### config.mk
export PLATFORM = sky130hd
export DESIGN_NAME = tx_word_fifo
export DESIGN_NICKNAME = d
export VERILOG_FILES = /design/src/rtl/txf_pkg.sv /design/src/rtl/txf_lane_order.sv /design/src/rtl/txf_store.sv /design/src/rtl/txf_byte_unpack.sv /design/src/rtl/tx_word_fifo.sv
export SDC_FILE = /design/constraint.sdc
export NUM_CORES = 1
export LEC_CHECK = 0
export ABC_CLOCK_PERIOD_IN_PS = 6400
export BUFFER_PORTS_ARGS = -buffer_cell sky130_fd_sc_hd__buf_2
export CAP_MARGIN = 0
export CORE_ASPECT_RATIO = 1.4
export CORE_MARGIN = 3
export CORE_UTILIZATION = 45
export CTS_CLUSTER_DIAMETER = 40
export DETAILED_ROUTE_END_ITERATION = 8
export GPL_ROUTABILITY_DRIVEN = 0
export GPL_TIMING_DRIVEN = 0
export PLACE_DENSITY_LB_ADDON = 0.05
export REMOVE_ABC_BUFFERS = 1
export SETUP_SLACK_MARGIN = 0.3
export SLEW_MARGIN = 20
export SYNTH_ARGS = -nofsm -noshare
export SYNTH_HDL_FRONTEND = slang
export SYNTH_SLANG_ARGS = --single-unit
export TNS_END_PERCENT = 10
### constraint.sdc
create_clock -name clk -period 6.4 [get_ports clk]
set_input_delay 0.64 -clock clk [delete_from_list [all_inputs] [get_ports clk]]
set_output_delay 0.64 -clock clk [all_outputs]
set_load 0.01 [all_outputs]
### src/rtl/txf_pkg.sv
package txf_pkg;
  localparam int TXF_BYTE_W = 8;
  localparam int TXF_WORD_W = 2 * TXF_BYTE_W;

  // One queued word, already arranged into transmit order.
  typedef struct packed {
    logic                  single;
    logic [TXF_BYTE_W-1:0] first;
    logic [TXF_BYTE_W-1:0] second;
  } txf_entry_t;
endpackage

### src/rtl/txf_lane_order.sv
module txf_lane_order
  import txf_pkg::*;
(
  input  logic [TXF_WORD_W-1:0] word,
  input  logic                  little,
  input  logic                  single,
  output txf_entry_t            entry
);
  logic [TXF_BYTE_W-1:0] hi_lane;
  logic [TXF_BYTE_W-1:0] lo_lane;

  assign hi_lane = word[TXF_WORD_W-1:TXF_BYTE_W];
  assign lo_lane = word[TXF_BYTE_W-1:0];

  // A lone byte always leaves as "first", so lane choice and order agree.
  always_comb begin
    entry.single = single;
    if (little) begin
      entry.first  = lo_lane;
      entry.second = hi_lane;
    end else begin
      entry.first  = hi_lane;
      entry.second = lo_lane;
    end
  end
endmodule

### src/rtl/txf_store.sv
module txf_store
  import txf_pkg::*;
#(
  parameter  int DEPTH = 8,
  localparam int AW    = (DEPTH > 1) ? $clog2(DEPTH) : 1,
  localparam int CW    = $clog2(DEPTH + 1)
) (
  input  logic       clk,
  input  logic       rst_n,
  input  logic       clr,
  input  logic       push,
  input  txf_entry_t push_entry,
  input  logic       pop,
  output txf_entry_t head,
  output logic [CW-1:0] count
);
  txf_entry_t    mem [DEPTH];
  logic [AW-1:0] wptr;
  logic [AW-1:0] rptr;

  function automatic logic [AW-1:0] ptr_inc(input logic [AW-1:0] p);
    if (p == AW'(DEPTH - 1)) return '0;
    return p + AW'(1);
  endfunction

  assign head = mem[rptr];

  always_ff @(posedge clk or negedge rst_n) begin
    if (!rst_n) begin
      wptr  <= '0;
      rptr  <= '0;
      count <= '0;
      for (int i = 0; i < DEPTH; i++) mem[i] <= '0;
    end else if (clr) begin
      wptr  <= '0;
      rptr  <= '0;
      count <= '0;
      for (int i = 0; i < DEPTH; i++) mem[i] <= '0;
    end else begin
      if (push) begin
        mem[wptr] <= push_entry;
        wptr      <= ptr_inc(wptr);
      end
      if (pop) rptr <= ptr_inc(rptr);
      case ({push, pop})
        2'b10:   count <= count + CW'(1);
        2'b01:   count <= count - CW'(1);
        default: count <= count;
      endcase
    end
  end
endmodule

### src/rtl/txf_byte_unpack.sv
module txf_byte_unpack
  import txf_pkg::*;
(
  input  logic                  clk,
  input  logic                  rst_n,
  input  logic                  clr,
  input  logic                  have_word,
  input  txf_entry_t            head,
  input  logic                  out_ready,
  output logic                  out_valid,
  output logic [TXF_BYTE_W-1:0] out_data,
  output logic                  pop
);
  logic on_second;
  logic fire;
  logic last_byte;

  assign out_valid = have_word;
  assign out_data  = on_second ? head.second : head.first;
  assign fire      = out_valid && out_ready;
  assign last_byte = head.single || on_second;
  assign pop       = fire && last_byte;

  always_ff @(posedge clk or negedge rst_n) begin
    if (!rst_n)     on_second <= 1'b0;
    else if (clr)   on_second <= 1'b0;
    else if (fire)  on_second <= !last_byte;
  end
endmodule

### src/rtl/tx_word_fifo.sv
module tx_word_fifo
  import txf_pkg::*;
#(
  parameter  int DEPTH = 8,
  localparam int CW    = $clog2(DEPTH + 1)
) (
  input  logic                  clk,
  input  logic                  rst_n,
  input  logic                  soft_rst,
  input  logic                  little_end,
  input  logic                  wr_valid,
  output logic                  wr_ready,
  input  logic [TXF_WORD_W-1:0] wr_data,
  input  logic                  wr_single,
  output logic                  out_valid,
  input  logic                  out_ready,
  output logic [TXF_BYTE_W-1:0] out_data,
  output logic                  tx_empty,
  output logic                  tx_full,
  input  logic                  cmd_wr_active,
  input  logic                  drq_en,
  output logic                  drq_status,
  output logic                  drq_req
);
  txf_entry_t    in_entry;
  txf_entry_t    head;
  logic [CW-1:0] count;
  logic          push;
  logic          pop;
  logic          have_word;

  txf_lane_order u_order (
    .word   (wr_data),
    .little (little_end),
    .single (wr_single),
    .entry  (in_entry)
  );

  txf_store #(.DEPTH(DEPTH)) u_store (
    .clk        (clk),
    .rst_n      (rst_n),
    .clr        (soft_rst),
    .push       (push),
    .push_entry (in_entry),
    .pop        (pop),
    .head       (head),
    .count      (count)
  );

  txf_byte_unpack u_unpack (
    .clk       (clk),
    .rst_n     (rst_n),
    .clr       (soft_rst),
    .have_word (have_word),
    .head      (head),
    .out_ready (out_ready),
    .out_valid (out_valid),
    .out_data  (out_data),
    .pop       (pop)
  );

  assign have_word  = (count != '0);
  assign tx_full    = (count == CW'(DEPTH));
  assign tx_empty   = !have_word;
  assign wr_ready   = !tx_full && !soft_rst;
  assign push       = wr_valid && wr_ready;
  assign drq_status = cmd_wr_active && !tx_full;
  assign drq_req    = drq_status && drq_en;
endmodule

==> results.sh, run 1 <==
export IMPL_status="completed"
export IMPL_slew_headroom=0.3422
export IMPL_insertion_delay_ns=0.42
export IMPL_synth_edf_count=0
export IMPL_worstPathArrival_ns=3.57
export IMPL_synthCells=770
export IMPL_path_clk_slew_ns=0.06
export IMPL_drcViolationCount=0
export IMPL_tightestPinTransition_ns=0.9868
export IMPL_antenna_cells=0
export IMPL_ys_flop_type="dfrtp_1"
export IMPL_slew_viol_final=0
export IMPL_vias=5504
export IMPL_period_share=0.5111
export IMPL_period_minus_slack_ns=3.271
export IMPL_dieHeight_um=158.4
export IMPL_synth_async_reset_ratio=1.000
export IMPL_grt_pass1_vias=5486
export IMPL_io_buffer_count=38
export IMPL_yosysUniqueCellTypes=45
export IMPL_clock_fmax_mhz=305.7
export IMPL_drive_above_1_share=0.1771
export IMPL_post_cts_setup_buffers=0
export IMPL_hold_ws_ns=0.1623
export IMPL_cp_max_fo=14
export IMPL_fin_area_mm2=0.008547
export IMPL_grt_use_total=0.2118
export IMPL_cts_resized=0
export IMPL_utilization=0.5263
export IMPL_pin_count=39
export IMPL_antenna_found_initial=0
export IMPL_cts_tree="done"
export IMPL_ctsHoldBuffers=0
export IMPL_drt_total_wl_mm=18.04
export IMPL_htreeDepth=4
export IMPL_cellLeakagePower_nw=3.615
export IMPL_hold_path_class="primary input to async pin"
export IMPL_row_count=55
export IMPL_synth_area_mm2=0.007466
export IMPL_antenna_left=0
export IMPL_powerDensity_mw_per_mm2=269.6
export IMPL_ir_drop_mv=0.1378
export IMPL_dpl_hpwl_mm=11.35
export IMPL_place_area_mm2=0.007910
export IMPL_grt_max_degree=86
export IMPL_die_area_mm2=0.01819
export IMPL_yosysWarnings=0
export IMPL_overflow=0
export IMPL_routedWlPerCell_um=18.13
export IMPL_via_per_inst=5.532
export IMPL_start_util=0.4597
export IMPL_grt_pass1_wl_mm=29.52
export IMPL_finalHoldViolations=0
export IMPL_cts_root_buf="clkbuf_16"
export IMPL_finalSetupTns_ns=0
export IMPL_yosysTopAreaCell="dfrtp_1"
export IMPL_die_w_um=114.9
export IMPL_start_kind="flip-flop"
export IMPL_syn_area_per_cell_um2=9.696
export IMPL_ys_seq_area_frac=0.4927
export IMPL_drt_first_pass_iters=5
export IMPL_cap_violations=0
export IMPL_layout_nets=814
export IMPL_power_mw=2.304
export IMPL_setup_violations_final=0
export IMPL_rsz0062_at_grt="no"
export IMPL_critPathKind="flip-flop to flip-flop"
export IMPL_cts_buffer_depth=2
export IMPL_critPathRequiredTime_ns=6.69
export IMPL_synth_top_area_frac=0.4927
export IMPL_areaGrowthSynthToFinish_pct=14.48
export IMPL_clock_skew_ns=0.004820
export IMPL_core_area_mm2=0.01624
export IMPL_crit_path_end_kind="flip-flop"
export IMPL_cts_sinks=147
export IMPL_drt_iter0_markers=452
export IMPL_synth_area_leaders="dfrtp_1 (49%), nand2_1 (14%), mux4_2 (12%)"
export IMPL_cts_made_buffers=17
export IMPL_synth_ff_latch_count=147
[cell usage in the layout, fill, tap and decap left out, types with 5 or more instances in the layout]
master     instances
mux2i_1           30
clkinv_2           5
o21ai_0           95
ha_1               6
o21ai_1           36
a21oi_1            5
clkbuf_16         17
nor2_1            36
buf_2             37
nor3_4             5
nand2_1          269
buf_8              7
mux4_2            40
dfrtp_1          145
[registers in the layout, summed over array words and instances (netlist names)]
name                count
u_store.mem           136
u_store.count           4
u_store.rptr            3
u_store.wptr            3
u_unpack.on_second      1
[worst paths after layout]
check | start | endpoint | slack, ns | cells after the start
max | u_store.rptr[2]$_DFFE_PN0P_ | u_store.count[3]$_DFFE_PN0P_ | 3.13 | 11
min | rst_n | u_store.mem[119]$_DFFE_PN0P_ | 0.16 | 1
max reg2reg | u_store.rptr[2]$_DFFE_PN0P_ | u_store.count[3]$_DFFE_PN0P_ | 3.13 | 11
min reg2reg | u_store.mem[33]$_DFFE_PN0P_ | u_store.mem[33]$_DFFE_PN0P_ | 0.52 | 2
max in group asynchronous | rst_n | u_store.rptr[0]$_DFFE_PN0P_ | 5.41 | 2
min in group clk | u_store.mem[33]$_DFFE_PN0P_ | u_store.mem[33]$_DFFE_PN0P_ | 0.52 | 2
[cell usage after synthesis (5+ instances only)]
cell type	n
mux2i_1	30
o21ai_1	36
nand2_1	269
nor2_1	36
dfrtp_1	147
a21oi_1	5
o21ai_0	95
buf_2	17
ha_1	6
clkbuf_1	29
mux4_2	40
buf_6	5
[area by class of cell]
| class | instances | area (um^2) |
|---|---|---|
| flip-flops and latches | 147 | 3684 |
| multi-input cells | 561 | 3507 |
| fillers | 1446 | 7694 |
| clock buffers | 22 | 484.2 |
| well taps | 199 | 249.0 |
| inverters | 4 | 20.02 |
| repair buffers | 52 | 450.4 |
| clock inverters | 10 | 152.6 |
[through the flow]
step                      std cells  setup WS [ns]
final                           995          3.129
after floorplan                 712          2.636
after global placement          949        0.03867
after global routing            995          2.826
after detailed placement        963          2.846
after CTS                       995          3.096
[report_power, final]
group / switching, mW / internal [mW] / total (mW)
sequential: 0.0365 / 0.952 / 0.989
combinational: 0.147 / 0.0992 / 0.246
clock: 0.378 / 0.691 / 1.07
total: 0.562 / 1.74 / 2.30
[routing by layer]
layer | wire length, um | vias to the layer above | track usage
li1 | - | 2647 | -
met1 | 7700 | 2703 | 0.2788
met2 | 9309 | 133 | 0.3554
met3 | 725 | 21 | 0.03498
met4 | 305 | 0 | 0.07383
met5 | 0 | - | 0
[logic make-up after synthesis]
family | Yosys count | synth area share
AND/OR/NAND/NOR | 335 | 0.1885
flip-flops | 147 | 0.4927
multiplexers | 70 | 0.1609
AO/OA/AOI/OAI | 145 | 0.1007
adder cells (fa/ha/maj) | 6 | 0.01006
XOR/XNOR | 5 | 0.005867
buffers and inverters | 62 | 0.04123
[worst max-delay path, cell delays in order, from the launching register on]
cell and delay (ns):
dfrtp_1 0.94, mux2i_1 0.27, nand3b_1 0.10, a41o_2 0.33
nand3_1 0.33, nor2_1 0.13, ha_1 0.39, a31oi_1 0.11
nor2_1 0.19, nor3b_2 0.08, a31oi_1 0.19, o22ai_1 0.11
Note: power is estimated with default switching activity, not from simulation.
==> run 2: changes to the inputs <==
--- a/config.mk
+++ b/config.mk
@@ -5,7 +5,8 @@
 export SDC_FILE = /design/constraint.sdc
 export NUM_CORES = 1
 export LEC_CHECK = 0
-export ABC_CLOCK_PERIOD_IN_PS = 6400
+export ABC_AREA = 1
+export ABC_CLOCK_PERIOD_IN_PS = 2900
 export BUFFER_PORTS_ARGS = -buffer_cell sky130_fd_sc_hd__buf_2
 export CAP_MARGIN = 0
 export CORE_ASPECT_RATIO = 1.4
==> constraint.sdc (replaced) <==
create_clock -name clk -period 2.9 [get_ports clk]
set_input_delay 0.29 -clock clk [delete_from_list [all_inputs] [get_ports clk]]
set_output_delay 0.29 -clock clk [all_outputs]
set_load 0.01 [all_outputs]
==> run 2 against run 1 <==
Cell area is 4.7% lower. Highest routed layer unchanged. Clock power is 110% higher. Core utilization is 0.69 points lower. Total power grew to 2.9 times the previous value. Largest cell class unchanged. Critical path type unchanged. Sequential cell count stayed put. Worst hold slack better by 0.095 ns. Non-clock buffer count is 4 lower. Area after synthesis is 3.5% lower. Clock skew is 0.0012 ns higher. Die area is 3.3% lower. Sequential share of layout area is 2.2 points higher. Register-to-register slack worse by 2.6 ns.
==> results.sh, run 2 <==
export IMPL_cellLeakagePower_nw=3.557
export IMPL_layout_nets=855
export IMPL_rsz0062_at_grt="no"
export IMPL_drt_first_pass_iters=5
export IMPL_antenna_left=0
export IMPL_hold_path_end="u_unpack.on_second$_DFFE_PN0P_"
export IMPL_layout_commonest_cell="dfrtp_1"
export IMPL_synth_edf_count=0
export IMPL_cp_max_fo=19
export IMPL_die_w_um=113.0
export IMPL_power_mw=6.739
export IMPL_hold_start="out_ready"
export IMPL_slew_headroom=0.5285
export IMPL_synth_compound_area_frac=0.2203
export IMPL_start_kind="flip-flop"
export IMPL_drt_iter0_markers=616
export IMPL_synth_top_area_frac=0.5104
export IMPL_grt_use_total=0.2557
export IMPL_antenna_cells=0
export IMPL_synthAdderAreaFrac=0.01042
export IMPL_synth_most_common_cell="dfrtp_1"
export IMPL_status="completed"
export IMPL_drive_above_1_share=0.1314
export IMPL_dp_slack_ns=-0.7801
export IMPL_vias=6271
export IMPL_slew_viol_final=0
export IMPL_powerDensity_mw_per_mm2=827.8
export IMPL_setup_violations_final=0
export IMPL_antenna_found_initial=0
export IMPL_place_area_mm2=0.007416
export IMPL_critPathRequiredTime_ns=3.22
export IMPL_tightestPinTransition_ns=0.7065
export IMPL_largest_reg_flops=136
export IMPL_htreeDepth=4
export IMPL_hold_depth=5
export IMPL_io_buffer_count=38
export IMPL_cap_violations=0
export IMPL_dpl_hpwl_mm=11.61
export IMPL_hold_path_class="primary input to flip-flop"
export IMPL_die_area_mm2=0.01759
export IMPL_period_minus_slack_ns=2.390
export IMPL_power_share_sequential=0.349
export IMPL_areaGrowthSynthToFinish_pct=12.97
export IMPL_crit_path_end_kind="flip-flop"
export IMPL_via_per_inst=6.071
export IMPL_ys_seq_area_frac=0.5104
export IMPL_cts_made_buffers=17
export IMPL_core_area_mm2=0.01568
export IMPL_cts_sinks=147
export IMPL_dieHeight_um=155.7
export IMPL_synth_async_reset_ratio=1.000
export IMPL_synth_area_leaders="dfrtp_1 (51%), o21ai_0 (9.3%), nand3_1 (9.0%)"
export IMPL_worst_slack_ns=0.5103
export IMPL_critPathKind="flip-flop to flip-flop"
export IMPL_cts_tree="done"
export IMPL_pin_count=39
export IMPL_rr_endpoint="u_store.count[3]$_DFFE_PN0P_"
export IMPL_drt_total_wl_mm=21.87
export IMPL_ys_flop_type="dfrtp_1"
export IMPL_muxShareOfSynthArea=0
export IMPL_cts_buffer_depth=2
export IMPL_yosysUniqueCellTypes=28
export IMPL_overflow=0
export IMPL_hold_ws_ns=0.2574
export IMPL_synth_area_mm2=0.007207
export IMPL_yosysWarnings=0
export IMPL_final_cell_mix="dfrtp_1 (143), o21ai_0 (134), nand3_1 (129)"
export IMPL_finalHoldViolations=0
export IMPL_synth_ff_latch_count=147
export IMPL_synthCells=815
export IMPL_dp_cells=994
export IMPL_ir_drop_mv=0.3697
export IMPL_yosys_area_share_simple=0.1618
export IMPL_synthTopCellsByCount="dfrtp_1 (147), o21ai_0 (134), nand3_1 (129)"
export IMPL_comb_power_share=0.313
export IMPL_cts_root_buf="clkbuf_16"
export IMPL_yosysTopAreaCell="dfrtp_1"
export IMPL_synth_top_family_by_area="compound AO/OA/AOI/OAI gates"
export IMPL_clock_skew_ns=0.006042
export IMPL_utilization=0.5194
export IMPL_r2r_start="u_store.rptr[2]$_DFFE_PN0P_"
export IMPL_reg_largest_list="u_store.mem x136, u_store.count x4"
export IMPL_reg2regPathDepth=12
export IMPL_period_share=0.8240
export IMPL_start_util=0.4598
export IMPL_switchingPower_mw=2.472
export IMPL_switching_share=0.3668
export IMPL_synth_xor_area_frac=0.001215
export IMPL_routedWlPerCell_um=21.17
export IMPL_final_fill_count=1470
export IMPL_regMostFlops="u_store.mem"
export IMPL_clkPwrFrac=0.338
export IMPL_grt_pass1_wl_mm=34.42
export IMPL_p_int_mw=4.268
export IMPL_syn_area_per_cell_um2=8.843
export IMPL_insertion_delay_ns=0.43
export IMPL_reg2reg_slack_ns=0.51
export IMPL_row_count=54
export IMPL_drcViolationCount=0
export IMPL_fin_area_mm2=0.008142
export IMPL_finalSetupTns_ns=0
export IMPL_grt_max_degree=82
export IMPL_final_cells=1033
export IMPL_clock_fmax_mhz=418.5
export IMPL_path_clk_slew_ns=0.06
export IMPL_worstPathArrival_ns=2.71
export IMPL_grt_pass1_vias=6105
-- run 2: worst max-delay path by stage --
| stage | start | slack, ns | end |
|---|---|---|---|
| floorplan | u_store.rptr[0]$_DFFE_PN0P_ | -0.36 | u_store.count[3]$_DFFE_PN0P_ |
| finish | u_store.rptr[2]$_DFFE_PN0P_ | 0.51 | u_store.count[3]$_DFFE_PN0P_ |
| global route | u_store.rptr[2]$_DFFE_PN0P_ | 0.37 | u_store.count[3]$_DFFE_PN0P_ |
| global placement | u_store.rptr[0]$_DFFE_PN0P_ | -2.02 | u_store.count[3]$_DFFE_PN0P_ |
| detailed placement | u_store.rptr[2]$_DFFE_PN0P_ | -0.78 | u_store.count[3]$_DFFE_PN0P_ |
| CTS | u_store.rptr[2]$_DFFE_PN0P_ | 0.33 | u_store.count[3]$_DFFE_PN0P_ |
-- run 2: power groups by stage --
| stage | combinational, mW | sequential [mW] | clock [mW] |
|---|---|---|---|
| finish | 2.11 | 2.35 | 2.28 |
| floorplan | 1.15 | 2.39 | 0 |
| CTS | 2.01 | 2.40 | 2.29 |
| global route | 2.33 | 2.37 | 2.38 |
| detailed placement | 1.85 | 2.49 | 0 |
| global placement | 1.74 | 2.54 | 0 |
-- run 2: final cells by class --
type	instances	area [um^2]	share of cell area
repair buffers	48	342.8	0.04211
clock buffers	21	470.5	0.05778
flip-flops and latches	147	3689	0.4531
multi-input cells	513	2838	0.3485
well taps	196	245.2	0.03012
inverters	97	424.2	0.05210
clock inverters	11	132.6	0.01629
-- run 2: layer usage --
metal | up-vias | track usage | share of wire
met4 | 0 | 0.08305 | 0.021
met2 | 259 | 0.4105 | 0.48
met3 | 36 | 0.05200 | 0.075
met5 | - | 0 | 0
met1 | 3086 | 0.3487 | 0.43
li1 | 2890 | - | -
-- run 2: cells by family (layout without fill, tap and decap cells) --
family                   count (synthesis)  after routing
AO/OA/AOI/OAI                          297            297
AND/OR/NAND/NOR                        209            209
buffers and inverters                  155            177
flip-flops                             147            147
adder cells (fa/ha/maj)                  6              6
XOR/XNOR                                 1              1
-- run 2: worst max-delay path, cell delays in order (launching register included) --
cell and delay, ns:
dfrtp_4 0.66, clkinv_4 0.29, nand3_1 0.19, nand3_2 0.16, nand3_2 0.14, inv_1 0.05
ha_1 0.28, inv_1 0.10, nor2_1 0.05, nor2_1 0.12, nand3_1 0.08, nand3_1 0.09
nand2_1 0.05
-- run 2: what timing repair did --
item / in CTS / in global routing
hold buffers: 1 / 0
buffers inserted: 2 / 4
resized for setup: 8 / 7
hold endpoints to repair: 80 / 0
endpoints found under the setup margin: 16 / 2
